### config.mk
export PLATFORM = sky130hd
export DESIGN_NAME = aud_frame_seq
export DESIGN_NICKNAME = d
export VERILOG_FILES = /design/src/rtl/aud_frame_seq_pkg.sv /design/src/rtl/afs_divider.sv /design/src/rtl/afs_stepper.sv /design/src/rtl/afs_irq_flag.sv /design/src/rtl/aud_frame_seq.sv
export SDC_FILE = /design/constraint.sdc
export NUM_CORES = 1
export LEC_CHECK = 0
export BUFFER_PORTS_ARGS = -buffer_cell sky130_fd_sc_hd__buf_2
export CAP_MARGIN = 10
export CORE_UTILIZATION = 30
export DETAILED_ROUTE_END_ITERATION = 12
export GPL_ROUTABILITY_DRIVEN = 0
export PLACE_DENSITY = 0.5
export SLEW_MARGIN = 40
export SYNTH_ARGS = -nofsm -noshare
export SYNTH_HDL_FRONTEND = slang
export SYNTH_HIERARCHICAL = 1
export SYNTH_SLANG_ARGS = --single-unit
### constraint.sdc
create_clock -name clk -period 2 [get_ports clk]
set_input_delay 0.1 -clock clk [delete_from_list [all_inputs] [get_ports clk]]
set_output_delay 0.1 -clock clk [all_outputs]
set_load 0.05 [all_outputs]
### src/rtl/aud_frame_seq_pkg.sv
package aud_frame_seq_pkg;

  localparam int CTL_W        = 8;
  localparam int CTL_MODE_BIT = 7;
  localparam int CTL_INH_BIT  = 6;
  localparam int STEP_W       = 3;

  typedef enum logic {
    SEQ_FOUR = 1'b0,
    SEQ_FIVE = 1'b1
  } seq_mode_e;

  typedef struct packed {
    logic half;
    logic qtr;
  } step_act_t;

  // Index of the final step (steps are numbered from 0 here).
  function automatic logic [STEP_W-1:0] last_step(input seq_mode_e m);
    return (m == SEQ_FIVE) ? STEP_W'(4) : STEP_W'(3);
  endfunction

  // Strobes produced by a given step in a given mode.
  function automatic step_act_t step_actions(input seq_mode_e m,
                                             input logic [STEP_W-1:0] s);
    step_act_t a;
    a.qtr  = (s <= STEP_W'(3));
    if (m == SEQ_FOUR) a.half = (s == STEP_W'(1)) || (s == STEP_W'(3));
    else               a.half = (s == STEP_W'(0)) || (s == STEP_W'(2));
    return a;
  endfunction

endpackage

### src/rtl/afs_divider.sv
module afs_divider #(
  parameter int DIV_PERIOD = 89490
) (
  input  logic clk,
  input  logic rst,
  input  logic reload,
  output logic tick
);
  localparam int CW = (DIV_PERIOD > 1) ? $clog2(DIV_PERIOD) : 1;
  localparam logic [CW-1:0] LOAD = CW'(DIV_PERIOD - 1);

  logic [CW-1:0] cnt_q;

  assign tick = (cnt_q == '0) && !reload;

  always_ff @(posedge clk) begin
    if (rst || reload || cnt_q == '0) cnt_q <= LOAD;
    else                               cnt_q <= cnt_q - 1'b1;
  end

  // a write always restarts the full divider period
  p_reload_full_r4: assert property (@(posedge clk) disable iff (rst)
    reload |=> (cnt_q == LOAD));

  // no tick can appear in the cycle right after a reload
  generate
    if (DIV_PERIOD > 1) begin : g_gap
      p_tick_gap_r4: assert property (@(posedge clk) disable iff (rst)
        reload |=> !tick);
    end
  endgenerate

endmodule

### src/rtl/afs_stepper.sv
module afs_stepper
  import aud_frame_seq_pkg::*;
#(
  parameter int DIV_PERIOD = 89490
) (
  input  logic             clk,
  input  logic             rst,
  input  logic             ctl_wr,
  input  logic [CTL_W-1:0] ctl_data,
  input  logic             tick,
  output logic             qtr_o,
  output logic             half_o,
  output logic             set_req_o,
  output seq_mode_e        mode_o
);
  seq_mode_e         mode_q;
  logic              inh_q;
  logic [STEP_W-1:0] step_q;
  logic [STEP_W-1:0] step_nxt;
  step_act_t         act_now;
  step_act_t         act_first5;
  logic              qtr_q, half_q;

  always_comb begin
    act_now    = step_actions(mode_q, step_q);
    act_first5 = step_actions(SEQ_FIVE, '0);
    step_nxt   = (step_q == last_step(mode_q)) ? '0 : step_q + 1'b1;
  end

  always_ff @(posedge clk) begin
    if (rst) begin
      mode_q <= SEQ_FOUR;
      inh_q  <= 1'b0;
      step_q <= '0;
      qtr_q  <= 1'b0;
      half_q <= 1'b0;
    end else if (ctl_wr) begin
      mode_q <= seq_mode_e'(ctl_data[CTL_MODE_BIT]);
      inh_q  <= ctl_data[CTL_INH_BIT];
      if (ctl_data[CTL_MODE_BIT]) begin
        step_q <= STEP_W'(1);
        qtr_q  <= act_first5.qtr;
        half_q <= act_first5.half;
      end else begin
        step_q <= '0;
        qtr_q  <= 1'b0;
        half_q <= 1'b0;
      end
    end else if (tick) begin
      step_q <= step_nxt;
      qtr_q  <= act_now.qtr;
      half_q <= act_now.half;
    end else begin
      qtr_q  <= 1'b0;
      half_q <= 1'b0;
    end
  end

  assign qtr_o     = qtr_q;
  assign half_o    = half_q;
  assign mode_o    = mode_q;
  assign set_req_o = tick && (mode_q == SEQ_FOUR) &&
                     (step_q == last_step(SEQ_FOUR)) && !inh_q;

  // every half-strobe step is also a quarter-strobe step
  p_half_in_qtr_r2: assert property (@(posedge clk) disable iff (rst)
    half_o |-> qtr_o);

  // selecting five-step mode fires step one at once
  p_first_step_r5: assert property (@(posedge clk) disable iff (rst)
    (ctl_wr && ctl_data[CTL_MODE_BIT]) |=> (qtr_o && half_o));

  // the mode follows bit 7 of the written byte
  p_mode_sel_r1: assert property (@(posedge clk) disable iff (rst)
    ctl_wr |=> (mode_o == seq_mode_e'($past(ctl_data[CTL_MODE_BIT]))));

  // strobes last a single cycle
  generate
    if (DIV_PERIOD > 1) begin : g_width
      p_pulse_width_r10: assert property (@(posedge clk) disable iff (rst)
        (qtr_o && !ctl_wr) |=> !qtr_o);
    end
  endgenerate

endmodule

### src/rtl/afs_irq_flag.sv
module afs_irq_flag
  import aud_frame_seq_pkg::*;
(
  input  logic      clk,
  input  logic      rst,
  input  logic      set_req,
  input  logic      inh_clear,
  input  logic      ack,
  input  seq_mode_e mode,
  output logic      flag_o
);
  logic flag_q;

  always_ff @(posedge clk) begin
    if (rst)            flag_q <= 1'b0;
    else if (set_req)   flag_q <= 1'b1;
    else if (inh_clear) flag_q <= 1'b0;
    else if (ack)       flag_q <= 1'b0;
  end

  assign flag_o = flag_q;

  // a set wins over an acknowledge at the same edge
  p_set_wins_r8: assert property (@(posedge clk) disable iff (rst)
    set_req |=> flag_o);

  // an acknowledge with no set clears the flag
  p_ack_clears_r8: assert property (@(posedge clk) disable iff (rst)
    (ack && !set_req) |=> !flag_o);

  // an inhibit write clears the flag
  p_inh_clears_r7: assert property (@(posedge clk) disable iff (rst)
    inh_clear |=> !flag_o);

  // five-step mode never raises the flag
  p_no_set_five_r3: assert property (@(posedge clk) disable iff (rst)
    (mode == SEQ_FIVE && !flag_o) |=> !flag_o);

endmodule

### src/rtl/aud_frame_seq.sv
module aud_frame_seq
  import aud_frame_seq_pkg::*;
#(
  parameter int DIV_PERIOD = 89490
) (
  input  logic             clk,
  input  logic             rst,
  input  logic             ctl_wr,
  input  logic [CTL_W-1:0] ctl_data,
  input  logic             irq_ack,
  output logic             qtr_pulse,
  output logic             half_pulse,
  output logic             irq
);
  logic      tick;
  logic      set_req;
  seq_mode_e mode;

  afs_divider #(.DIV_PERIOD(DIV_PERIOD)) u_div (
    .clk    (clk),
    .rst    (rst),
    .reload (ctl_wr),
    .tick   (tick)
  );

  afs_stepper #(.DIV_PERIOD(DIV_PERIOD)) u_step (
    .clk       (clk),
    .rst       (rst),
    .ctl_wr    (ctl_wr),
    .ctl_data  (ctl_data),
    .tick      (tick),
    .qtr_o     (qtr_pulse),
    .half_o    (half_pulse),
    .set_req_o (set_req),
    .mode_o    (mode)
  );

  afs_irq_flag u_irq (
    .clk       (clk),
    .rst       (rst),
    .set_req   (set_req),
    .inh_clear (ctl_wr && ctl_data[CTL_INH_BIT]),
    .ack       (irq_ack),
    .mode      (mode),
    .flag_o    (irq)
  );

  // out of reset everything is quiet
  p_reset_quiet_r9: assert property (@(posedge clk)
    rst |=> (!irq && !qtr_pulse && !half_pulse));

endmodule

Word level (Yosys, flattened, before mapping)
Cells that the tools add are included.
- bits in registers: 25
- input port bits: 12
- output and inout bits: 3
- word-level logic and storage cells: 44
- add/subtract/negate cells: 2
- $lt $le $gt $ge: 1
- equal/unequal tests: 4
- muxes and demuxes: 14
- bitwise logic cells: 1
- reduce and logical (&&, ||, !) cells: 15
- operator list (operator ; number):
    $logic_not A17 Y1 ; 1
    $sub A17 B1 Y17 const B ; 1
    $mux W3 ; 4
    $mux W1 ; 10
    $eq A3 B2 Y1 const B ; 2
    $logic_and A1 B1 Y1 ; 5
    $logic_or A1 B1 Y1 ; 4
    $add A3 B1 Y3 const B ; 1
    $eq A3 B1 Y1 const B ; 1
    $eq A3 B3 Y1 ; 1
    $le A3 B2 Y1 const B ; 1
    $logic_not A3 Y1 ; 1
    $reduce_bool A3 Y1 ; 1
    $logic_not A1 Y1 ; 2
    $reduce_bool A2 Y1 ; 1
    $not A1 Y1 ; 1

Longest topological paths before layout
Gate-level depths: netlist of run 1.
- depth in word-level cells: 6
- gate-level depth with buffers: 9
- mapped depth without buffers: 9

Modules after synthesis
Netlist of run 1, hierarchy kept.
- by module, submodules not included (module ; instances ; cells an instance ; area each (um^2) ; sequential area each (um^2)):
    afs_divider ; 1 ; 85 ; 797.0 ; 340.3
    afs_stepper ; 1 ; 39 ; 340.3 ; 140.1
    afs_irq_flag ; 1 ; 4 ; 37.5 ; 20.0
    aud_frame_seq ; 1 ; 1 ; 6.3 ; 0.0

Worst setup path after synthesis of run 1
OpenSTA, ideal clock, no wires.
- path type: reg2reg
- start: register u_div.cnt_q[0]
- end: register u_step.qtr_q, in the netlist u_step/qtr_o
- library setup time: 74 ps
- arrival: 2153 ps
- data required time: 1926 ps
- slack: -227 ps
- stages on the path, launching flop included: 9
- path buffers: 0
- period minus slack after synthesis: 2227 ps
- cells stage by stage: dfxtp_1 inv_1 ha_1 nor4b_4 nand2b_1 nor4_1 nand2_1 or2_2 a31oi_1
- cells in the longest elaborated chain, start to end: 4
- ends and longest elaborated chain (item ; RTL line ; RTL):
    from (decl) ; afs_divider.sv:12 ; logic [CW-1:0] cnt_q;
    from (signal assigned) ; afs_divider.sv:18 ; else cnt_q <= cnt_q - 1'b1;
    $logic_not A17 Y1 ; afs_divider.sv:14 ; assign tick = (cnt_q == '0) && !reload;
    $logic_and A1 B1 Y1 ; afs_divider.sv:14 ;
    via tick ; aud_frame_seq.sv:15 ; logic tick;
    $mux W1 ; afs_stepper.sv:49 ; end else if (tick) begin
    $mux W1 ; afs_stepper.sv:37 ; end else if (ctl_wr) begin
    to (signal assigned) ; afs_stepper.sv:42 ; qtr_q <= act_first5.qtr;
    to (signal assigned) ; afs_stepper.sv:51 ; qtr_q <= act_now.qtr;
    to (decl) ; afs_stepper.sv:22 ; logic qtr_q, half_q;
The timed path passes the listed nets, and every way through them passes these cells.
A chain may end at the register's enable or synchronous reset.

Worst setup path in the final report of run 1
- start: register u_div.cnt_q[1]
- end: register u_step.qtr_q, in the netlist u_step/qtr_o
Same word-level chain as after synthesis.

==> reports/metrics.csv, run 1 <==
metric,value,unit
sequential element share of the synthesized area,42.37,%
Setup crit start kind,register,
Post-synth EDFFs,0,
first-pass GRT wire length,3946,um
crit-path max FO,7,
Inserted Diodes,0,
largest net degree at the start of global routing,14,
Leakage,0.4893,nW
initial core utilization,31.78,%
Cells after DPL,193,
root buffer cell,clkbuf_8,
Port Buf Inserts,8,
FILL cells,381,
antenna violations before repair,0,
crit path cell chain,inv_1 -> ha_2 -> nor4b_4 -> nand2b_1 -> nor4_4 -> buf_4 -> nand2_2 -> or2_2 -> a31oi_1,
CP peak stage delay,340,ps
CTS H-tree lvls,1,
row count,22,
cts hold-fix bufs,0,
crit path DAT,2030,ps
Initial DRT Pass Iterations,4,
Main synth FF type,dfxtp_1,
Unique masters post-synth,37,
Hold WC Path Type,in2reg,
Post-DP HPWL,1653,um
worst-case vdd ir drop,0.0004080,V
Fin. Hold Viols,0,
core area,0.003716,mm2
Sw Pwr,0.2007,mW
fin nets,166,
clk_lat worst skew,260,ps
vias in the first global route,875,
clk buf depth,2,
clock skew,2.402,ps
post-route design area,0.001429,mm2
syn avg cell area,9.156,um2
Area growth syn-to-layout,20.97,%
initial DRC count,29,
GRT Total Usage,12.19,%
via count,967,
Mapped Cells,129,
critical path class,reg2reg,
fmax,545.0,MHz
Overall Power,0.8762,mW
Final Non-Filler Cells,198,
RSZ-0062 raised after global routing,yes,
status,"finished, final reports clean",
Post-Syn Area,0.001181,mm2
CTS tree,yes,
PwrDens,613.2,mW/mm2
Ports,15,
Mapped Nets,144,
Die Width,64.75,um
"CTS clk-pin slew, worst paths",80,ps
die height,64.75,um
fin crit share,91.74,%
Final Slew Violations,0,
clk sinks,25,
fin crit period,1835,ps
Final setup viols,0,
ys async rst share,0,%
WL final,2293,um
Yosys reg bits,25,
final core occ,38.45,%
Slew HR,71.08,%
critical path endpoint category,register,
Least-Margin Pin Slew,433.8,ps
Residual DRC,0,
Clk pwr share,33.7,%
sw frac,22.91,%
post-route antenna net violation count,0,
wire per inst,11.58,um
max_cap viols,0,
TritonCTS Buffers,3,
share of cells above drive strength 1,22.67,%
data required time at the worst endpoint,2190,ps
post-placement cell area,0.001359,mm2
via/cell ratio,4.884,
Logic pwr share,7.3,%
grt ovf,0,
Yosys warning count,6,
Int Pwr,0.6755,mW
Sequential Power Share,59.1,%
die area,0.004192,mm2
Worst path slowest cell,dfxtp_2,
state kept, by name, summed over array words and instances, names as in the netlist:
register / cells
u_div/cnt_q: 17
u_step/mode_o: 1
u_irq/flag_o: 1
u_step/qtr_o: 1
u_step/step_q: 3
u_step/inh_q: 1
u_step/half_o: 1
worst max-delay path: cells and delay by family, from the launching register on:
family / cells / cell delay (ps)
flip-flops: 1 / 340
AO/OA/AOI/OAI: 1 / 170
AND/OR/NAND/NOR: 5 / 860
adder cells (fa/ha/maj): 1 / 170
buffers and inverters: 2 / 240
cell usage after synthesis (3+ instances only):
cell / n / share of area (%)
dfxtp_1: 25 / 42
inv_1: 5 / 1.6
nand3_1: 5 / 2.1
nand2_1: 16 / 5.1
nor3_1: 8 / 3.4
ha_1: 3 / 3.2
xor2_1: 10 / 7.4
a21oi_1: 5 / 2.1
xnor2_1: 3 / 2.2
nand4_1: 3 / 1.6
nor2_1: 15 / 4.8
stage by stage:
| stage | setup TNS [ps] | setup slack (ps) | hold slack [ps] |
|---|---|---|---|
| 2_1_floorplan | 0 | 74.37 | 169.1 |
| 3_3_place_gp | 0 | 153.9 | 347.0 |
| 3_5_place_dp | 0 | 111.9 | 366.2 |
| 4_1_cts | 0 | 84.77 | 80.61 |
| 5_1_grt | -8.217 | -8.217 | 103.4 |
| 6_report | 0 | 165.3 | 95.77 |
cell type report:
class | instances | area (um2) | share of cell area, %
Sequential cell | 25 | 501.7 | 35.11
Timing Repair Buffer | 18 | 115.1 | 8.056
Tap cell | 48 | 60.06 | 4.203
Inverter | 6 | 22.52 | 1.576
Clock buffer | 4 | 45.04 | 3.152
Multi-Input combinational cell | 97 | 684.4 | 47.90
per-layer routing:
layer	GRT usage (%)	part of all wire, %
met5	0	0
met4	4.167	1.1
met3	3.697	3.9
met2	19.40	46
met1	15.45	49
timing repair:
item                                    in CTS  in global routing
gates resized for setup                      0                  5
setup buffers                                0                  1
endpoints found under the setup margin       0                  3
endpoints found under the hold margin        0                  0
worst paths after layout:
| kind | start | to | slack, ps | cells past startpoint |
|---|---|---|---|---|
| max reg2reg | u_div/cnt_q[1] | u_step/qtr_o | 170 | 9 |
| min reg2reg | u_div/cnt_q[15] | u_div/cnt_q[15] | 490 | 2 |
| min | ctl_data[6] | u_step/inh_q | 100 | 3 |
| max | u_div/cnt_q[1] | u_step/qtr_o | 170 | 9 |
power groups by stage:
stage	Sequential, mW	Clock (mW)	Combinational (mW)
global route	0.519	0.328	0.0714
global placement	0.529	0	0.0619
detailed placement	0.529	0	0.0629
finish	0.518	0.295	0.0637
floorplan	0.533	0	0.0344
CTS	0.517	0.313	0.0633
cells in the final DEF, fill, tap and decap left out, types with 2 or more instances in the layout:
cell type  synthesis  routed
nand3_1            5       5
xnor2_1            3       3
or3_1              2       2
nand4_1            3       3
nand2_1           16      15
inv_1              5       5
o21ai_0            2       2
buf_2              1       8
a21oi_1            5       5
ha_1               3       2
nor2_1            15      15
xor2_1            10      10
nand3b_1           2       2
nand2b_1           2       2
clkbuf_8           0       3
nor4_4             1       2
buf_4              0      10
dfxtp_1           25      24
nor3_1             8       8
mux2i_1            2       2
cell families after synthesis:
logic type	synth area share [%]
buffers and inverters	2.330
xor gates and xnor gates	9.640
and+or+nand+nor	32.95
AOI/OAI and AO/OA	7.839
DFF	42.37
muxes	1.695
adders and majority gates	3.178
No activity file was read; power rests on OpenSTA's default activity.
==> inputs of run 2 (changes only) <==
- ABC_AREA: not set -> 1
- PLACE_DENSITY: 0.5 -> 0.47
- clock period: 2 -> 1.8 ns (I/O delays scaled with it)
==> run 2 against run 1 <==
Compared with the run above: clock skew rose by 3.8 ps; synthesized cell count rose by 45%; fmax rose by 15%; largest cell class unchanged; critical path type unchanged; routed wire length up 8.6%.
==> reports/metrics.csv, run 2 <==
metric,value,unit,change
Reg-to-Reg Start,u_div/cnt_q[0],,
max_cap viols,0,,unchanged
Residual DRC,0,,unchanged
CTS H-tree lvls,1,,unchanged
post-placement cell area,0.001463,mm2,+7.6%
first-pass GRT wire length,4388,um,+11%
WL final,2491,um,+8.6%
Mapped Nets,202,,+40%
wire per inst,9.846,um,-15%
syn avg cell area,7.112,um2,-22%
"most common cell after layout, fill and taps aside",nand2_1,,
initial DRC count,30,,+3.4%
Fin Setup TNS,0,ps,unchanged
initial core utilization,32.32,%,+0.54 points
row count,23,,+4.5%
Mapped Cells,187,,+45%
antenna violations before repair,0,,unchanged
Yosys warning count,6,,unchanged
largest registers,"u_div/cnt_q: 17 flops, u_step/step_q: 3 flops",,
ys async rst share,0,%,unchanged
top area cells in the synthesized netlist,"dfxtp_1 (38%), nand2_1 (13%), nor2_1 (9.0%), inv_1 (6.5%), nand3_1 (4.9%)",,
Initial DRT Pass Iterations,4,,unchanged
PwrDens,651.3,mW/mm2,+6.2%
buffer count from post-CTS setup fixing,0,,unchanged
Least-Margin Pin Slew,396.0,ps,-37.81 ps
"commonest non-fill, non-tap cells in the layout","nand2_1 (45), nor2_1 (31), dfxtp_1 (25)",,
Unique masters post-synth,25,,-32%
Clk pwr share,34.0,%,+0.3 points
Main synth FF type,dfxtp_1,,
"CTS clk-pin slew, worst paths",90,ps,about the same
Fin. Hold Viols,0,,unchanged
Leakage,0.7370,nW,+51%
largest net degree at the start of global routing,14,,unchanged
Post-DP HPWL,1955,um,+18%
Port Buf Inserts,8,,unchanged
die area,0.004704,mm2,+12%
fin crit share,88.69,%,-3.1 points
worst r2r path cells,10,,+1
post-route design area,0.001515,mm2,+6.0%
Overall Power,0.9869,mW,+13%
fin nets,219,,+32%
post-route antenna net violation count,0,,unchanged
clk sinks,25,,unchanged
via count,1107,,+14%
"top cells by count, synth","nand2_1 (45), nor2_1 (32), dfxtp_1 (25), inv_1 (23), nand3_1 (13)",,
Logic pwr share,8.2,%,+0.9 points
core area,0.004115,mm2,+11%
clk buf depth,2,,unchanged
fmax,626.4,MHz,+15%
root buffer cell,clkbuf_8,,
Setup crit start kind,register,,
Int Pwr,0.7481,mW,+11%
sw frac,24.19,%,+1.3 points
CP Capture Point,u_irq/flag_o,,
cell taking the most area after synthesis,dfxtp_1,,
RR Endpoint,u_irq/flag_o,,
clk_lat worst skew,270,ps,about the same
grt ovf,0,,unchanged
critical path class,reg2reg,,
share of cells above drive strength 1,20.20,%,-2.5 points
Sw Pwr,0.2388,mW,+19%
Final setup viols,0,,unchanged
crit-path max FO,5,,-2
worst-case vdd ir drop,0.0003266,V,-20%
GRT Total Usage,12.66,%,+0.47 points
vias in the first global route,1080,,+23%
sequential element share of the synthesized area,37.63,%,-4.7 points
Post-Syn Area,0.001330,mm2,+13%
Slew HR,73.50,%,+2.4 points
worst hold margin,66.03,ps,-29.74 ps
FF-to-FF setup slack,200,ps,+40 ps
data required time at the worst endpoint,2010,ps,-180 ps
clock skew,6.163,ps,+3.761 ps
Top reg by flops,u_div/cnt_q,,
Post-synth EDFFs,0,,unchanged
Inserted Diodes,0,,unchanged
Sequential Power Share,57.8,%,-1.3 points
Area growth syn-to-layout,13.92,%,
Yosys reg bits,25,,unchanged
via/cell ratio,4.375,,-10%
Hold WC Path Type,in2reg,,
CTS tree,yes,,
"count leader, synth",nand2_1,,
RSZ-0062 raised after global routing,no,,
worst setup path start,u_div/cnt_q[0],,
crit path DAT,1810,ps,-220 ps
final core occ,36.82,%,-1.6 points
fin crit period,1596,ps,-238.4 ps
TritonCTS Buffers,3,,unchanged
status,"finished, final reports clean",,
Final Slew Violations,0,,unchanged
Die Width,68.59,um,+5.9%
Largest register FFs,17,,unchanged
top-area cell type share of the netlist area,37.63,%,-4.7 points
die height,68.59,um,+5.9%
critical path endpoint category,register,,
Ports,15,,unchanged
## run 2: changes by cell type after synthesis, moves of 3 or more
cell     previous run  this run
nand2_1            16        45
inv_1               5        23
nor2_1             15        32
nand3_1             5        13
nand2_2             0         7
nor3_1              8         1
xor2_1             10         3
nor2_2              0         5
inv_2               1         4
## run 2: per-layer routing
layer,vias to the layer above,global-route usage [%],share of wire (%)
met3,2,3.947,4.0
met2,13,22.55,46
met4,0,3.906,0.68
met5,-,0,0
li1,606,-,-
met1,486,14.24,49
## run 2: cell type report
cell class,instances,area [um2]
Timing Repair Buffer,12,70.07
Multi-Input combinational cell,134,726.9
Fill cell,431,2600
Sequential cell,25,500.5
Inverter,28,110.1
Tap cell,50,62.56
Clock buffer,4,45.04
## run 2: logic make-up after synthesis
group | after synthesis | share of synthesized area, %
adders and majority gates | 3 | 2.823
buffers and inverters | 28 | 8.278
DFF | 25 | 37.63
AOI/OAI and AO/OA | 11 | 4.610
xor gates and xnor gates | 6 | 3.952
and+or+nand+nor | 114 | 42.71
## run 2: power groups by stage
stage	registers [mW]	clock network, mW	logic [mW]
CTS	0.571	0.361	0.0809
detailed placement	0.584	0	0.0810
finish	0.571	0.335	0.0809
floorplan	0.588	0	0.0510
global route	0.573	0.384	0.0904
global placement	0.583	0	0.0798
## run 2: worst min path at each step
stage                startpoint  slack [ps]      endpoint  cells after the start
CTS                 ctl_data[6]          50  u_step/inh_q                      3
finish              ctl_data[6]          70  u_step/inh_q                      3
detailed placement  ctl_data[6]         350  u_step/inh_q                      3
floorplan                   rst         150  u_irq/flag_o                      1
global placement    ctl_data[6]         350  u_step/inh_q                      3
global route        ctl_data[6]          70  u_step/inh_q                      3
## run 2: critical path: stages, from the launching register on
cell and delay [ps]:
dfxtp_1 340, inv_1 90, ha_1 220, nand3_4 130
nor2_8 140, nand3b_4 90, nor2_4 140, nand2_1 70
nor3_1 140, inv_1 70, a21oi_2 120
## run 2: metrics by stage
stage | std cells | setup slack (ps)
4_1_cts | 253 | 21.98
3_5_place_dp | 249 | 38.48
2_1_floorplan | 187 | 79.87
3_3_place_gp | 249 | 78.30
6_report | 253 | 203.7
5_1_grt | 253 | 4.311
## run 2: timing repair
action | CTS | global route
hold endpoints to repair | 0 | 0
gates resized for setup | 0 | 2
hold buffers | 0 | 0
endpoints found under the setup margin | 0 | 6
==> inputs of run 3 (changes only) <==
--- a/config.mk
+++ b/config.mk
@@ -13,3 +13,3 @@
 export GPL_ROUTABILITY_DRIVEN = 0
-export PLACE_DENSITY = 0.47
+export PLACE_DENSITY = 0.48
 export SLEW_MARGIN = 40
@@ -17,3 +17,2 @@
 export SYNTH_HDL_FRONTEND = slang
-export SYNTH_HIERARCHICAL = 1
 export SYNTH_SLANG_ARGS = --single-unit
==> constraint.sdc (replaced) <==
create_clock -name clk -period 1.8 [get_ports clk]
set_input_delay 0.27 -clock clk [delete_from_list [all_inputs] [get_ports clk]]
set_output_delay 0.27 -clock clk [all_outputs]
set_load 0.05 [all_outputs]
==> run 3 against run 2 <==
Compared with the run above: hold slack gained 190 ps; core utilization shrank 1.2 points; sequential power is essentially flat; critical path depth is the same; critical path type unchanged; largest cell class unchanged; highest routed layer unchanged.
==> reports/metrics.csv, run 3 <==
metric,value,unit,change
status,"finished, final reports clean",,
critical path class,reg2reg,,
TritonCTS Buffers,3,,unchanged
crit-path max FO,9,,+4
buffer count from post-CTS setup fixing,0,,unchanged
Main synth FF type,dfxtp_1,,
Least-Margin Pin Slew,345.7,ps,-50.30 ps
Post-synth EDFFs,0,,unchanged
Final Slew Violations,0,,unchanged
FF-to-FF setup slack,320,ps,+120 ps
clk buf depth,2,,unchanged
fmax,676.0,MHz,+7.9%
fin nets,207,,-5.5%
PwrDens,673.9,mW/mm2,+3.5%
Post-DP HPWL,1963,um,+0.41%
clk sinks,25,,unchanged
Yosys reg bits,25,,unchanged
post-route design area,0.001456,mm2,-3.9%
post-route antenna net violation count,0,,unchanged
via/cell ratio,4.504,,+2.9%
Cells after DPL,234,,-6.0%
Post-Route M1 WL,1234,um,+0.24%
crit path DAT,1640,ps,-170 ps
"count leader, synth",nand2_1,,
Initial DRT Pass Iterations,4,,unchanged
CTS tree,yes,,
top area cells in the synthesized netlist,"dfxtp_1 (38%), nand2_1 (10%), nor2_1 (9.2%), nand3_1 (6.5%), ha_1 (5.7%)",,
Post-Syn Area,0.001309,mm2,-1.6%
Hold EP,u_step.inh_q,,
antenna violations before repair,0,,unchanged
root buffer cell,clkbuf_8,,
sw frac,23.74,%,-0.45 points
Sequential Power Share,58.1,%,+0.3 points
cts hold-fix bufs,0,,unchanged
syn avg cell area,7.436,um2,+4.6%
multi-input combinational cell area,721.9,um2,-0.69%
Die Width,68.05,um,-0.78%
Residual DRC,0,,unchanged
ys async rst share,0,%,unchanged
largest registers,"u_div.cnt_q: 17 flops, u_step.step_q: 3 flops",,
fin crit period,1479,ps,-117.1 ps
worst r2r path cells,10,,unchanged
"CTS clk-pin slew, worst paths",90,ps,about the same
Top reg by flops,u_div.cnt_q,,
final worst setup slack,320.8,ps,+117.1 ps
Logic pwr share,8.5,%,+0.3 points
Leakage,0.6415,nW,-13%
met2 WL,1110,um,-2.9%
die height,68.05,um,-0.78%
CTS H-tree lvls,1,,unchanged
GRT Total Usage,12.35,%,-0.31 points
Min-Delay Path Depth,2,,-1
"most common cell after layout, fill and taps aside",nand2_1,,
Area growth syn-to-layout,11.28,%,
share of cells above drive strength 1,15.96,%,-4.2 points
Clk pwr share,33.4,%,-0.6 points
"top cells by count, synth","nand2_1 (35), nor2_1 (32), dfxtp_1 (25), inv_1 (18), nand3_1 (17)",,
largest net degree at the start of global routing,14,,unchanged
Slew HR,76.74,%,+3.2 points
top-area cell type share of the netlist area,38.24,%,+0.61 points
FF+latch area,500.5,um2,unchanged
CTS resizes,0,,unchanged
Hold WC Path Type,in2reg,,
clock skew,4.406,ps,-1.757 ps
Port Buf Inserts,8,,unchanged
row count,23,,unchanged
Mapped Nets,194,,-4.0%
Max Used Layer,met4,,
Mapped Cells,176,,-5.9%
Setup crit start kind,register,,
max_cap viols,0,,unchanged
vias in the first global route,1019,,-5.6%
Ports,15,,unchanged
Largest register FFs,17,,unchanged
first-pass GRT wire length,4250,um,-3.1%
via count,1072,,-3.2%
worst-case vdd ir drop,0.0003330,V,+2.0%
Final Non-Filler Cells,238,,-5.9%
Unique masters post-synth,24,,-4.0%
Sw Pwr,0.2330,mW,-2.4%
Yosys warning count,0,,-6
grt ovf,0,,unchanged
Final setup viols,0,,unchanged
dpl ws,298.0,ps,+259.5 ps
FILL cells,438,,+1.6%
Inserted Diodes,0,,unchanged
die area,0.004631,mm2,-1.6%
initial DRC count,53,,+77%
Reg-to-Reg Start,u_div.cnt_q[0],,
critical path endpoint category,register,,
final core occ,35.64,%,-1.2 points
fin crit share,82.18,%,-6.5 points
initial core utilization,32.03,%,-0.29 points
Fin. Hold Viols,0,,unchanged
hold wc startpoint,rst,,
WL met3,122,um,+23%
clk_lat worst skew,260,ps,about the same
"commonest non-fill, non-tap cells in the layout","nand2_1 (35), nor2_1 (32), dfxtp_1 (25)",,
RR Endpoint,u_div.cnt_q[0],,
RSZ-0062 raised after global routing,no,,
sequential element share of the synthesized area,38.24,%,+0.61 points
cell taking the most area after synthesis,dfxtp_1,,
WL final,2486,um,-0.20%
wire per inst,10.45,um,+6.1%
Fin Setup TNS,0,ps,unchanged
post-placement cell area,0.001411,mm2,-3.5%
core area,0.004086,mm2,-0.70%
Int Pwr,0.7484,mW,about the same
data required time at the worst endpoint,1960,ps,-50 ps
run 3: critical path: stages (launching register included):
cell and delay, ps:
dfxtp_1 340, inv_1 70, ha_1 230, nand2_1 140
nor2_4 80, nand3b_4 100, nand2_4 50, inv_4 110
nand2_8 90, inv_6 100, nand2_2 40
run 3: per-stage QoR:
| step | power, mW | hold slack, ps |
|---|---|---|
| 6_report | 0.9814 | 253.1 |
| 2_1_floorplan | 0.6455 | 339.1 |
| 4_1_cts | 1.001 | 248.7 |
| 3_5_place_dp | 0.6682 | 383.8 |
| 5_1_grt | 1.038 | 255.1 |
| 3_3_place_gp | 0.6670 | 383.5 |
run 3: cells by family after synthesis:
kind of cell / share of synthesized area [%]
xor+xnor: 4.015
buf+inv: 6.596
fa+ha+maj: 5.736
flops: 38.24
compound gates: 3.441
simple gates: 41.97
run 3: layout make-up:
cell class	count	area share (%)
flip-flops and latches	25	34.36
multi-input cells	130	49.57
well taps	50	4.296
clock buffers	4	3.093
inverters	21	5.928
repair buffers	8	2.749
run 3: layer usage:
metal / GRT usage (%) / vias up
met5: 0 / -
met4: 3.125 / 0
met3: 4.000 / 2
met2: 20.22 / 19
met1: 15.48 / 472
li1: - / 579
run 3: how the worst max path moves through the flow:
stage,from,endpoint,slack (ps),cells after the start
floorplan,u_div.cnt_q[0],u_div.cnt_q[12],460,10
global placement,u_div.cnt_q[0],u_div.cnt_q[12],300,10
detailed placement,u_div.cnt_q[0],u_irq.flag_o,300,8
CTS,u_div.cnt_q[0],u_irq.flag_o,280,8
global route,u_div.cnt_q[0],u_step.half_o,170,8
finish,u_div.cnt_q[0],u_div.cnt_q[0],320,10
run 3: power groups by stage:
stage	Combinational [mW]	Clock (mW)	Sequential (mW)
floorplan	0.0568	0	0.589
global placement	0.0833	0	0.584
detailed placement	0.0845	0	0.584
CTS	0.0849	0.346	0.571
global route	0.0952	0.370	0.572
finish	0.0835	0.327	0.570
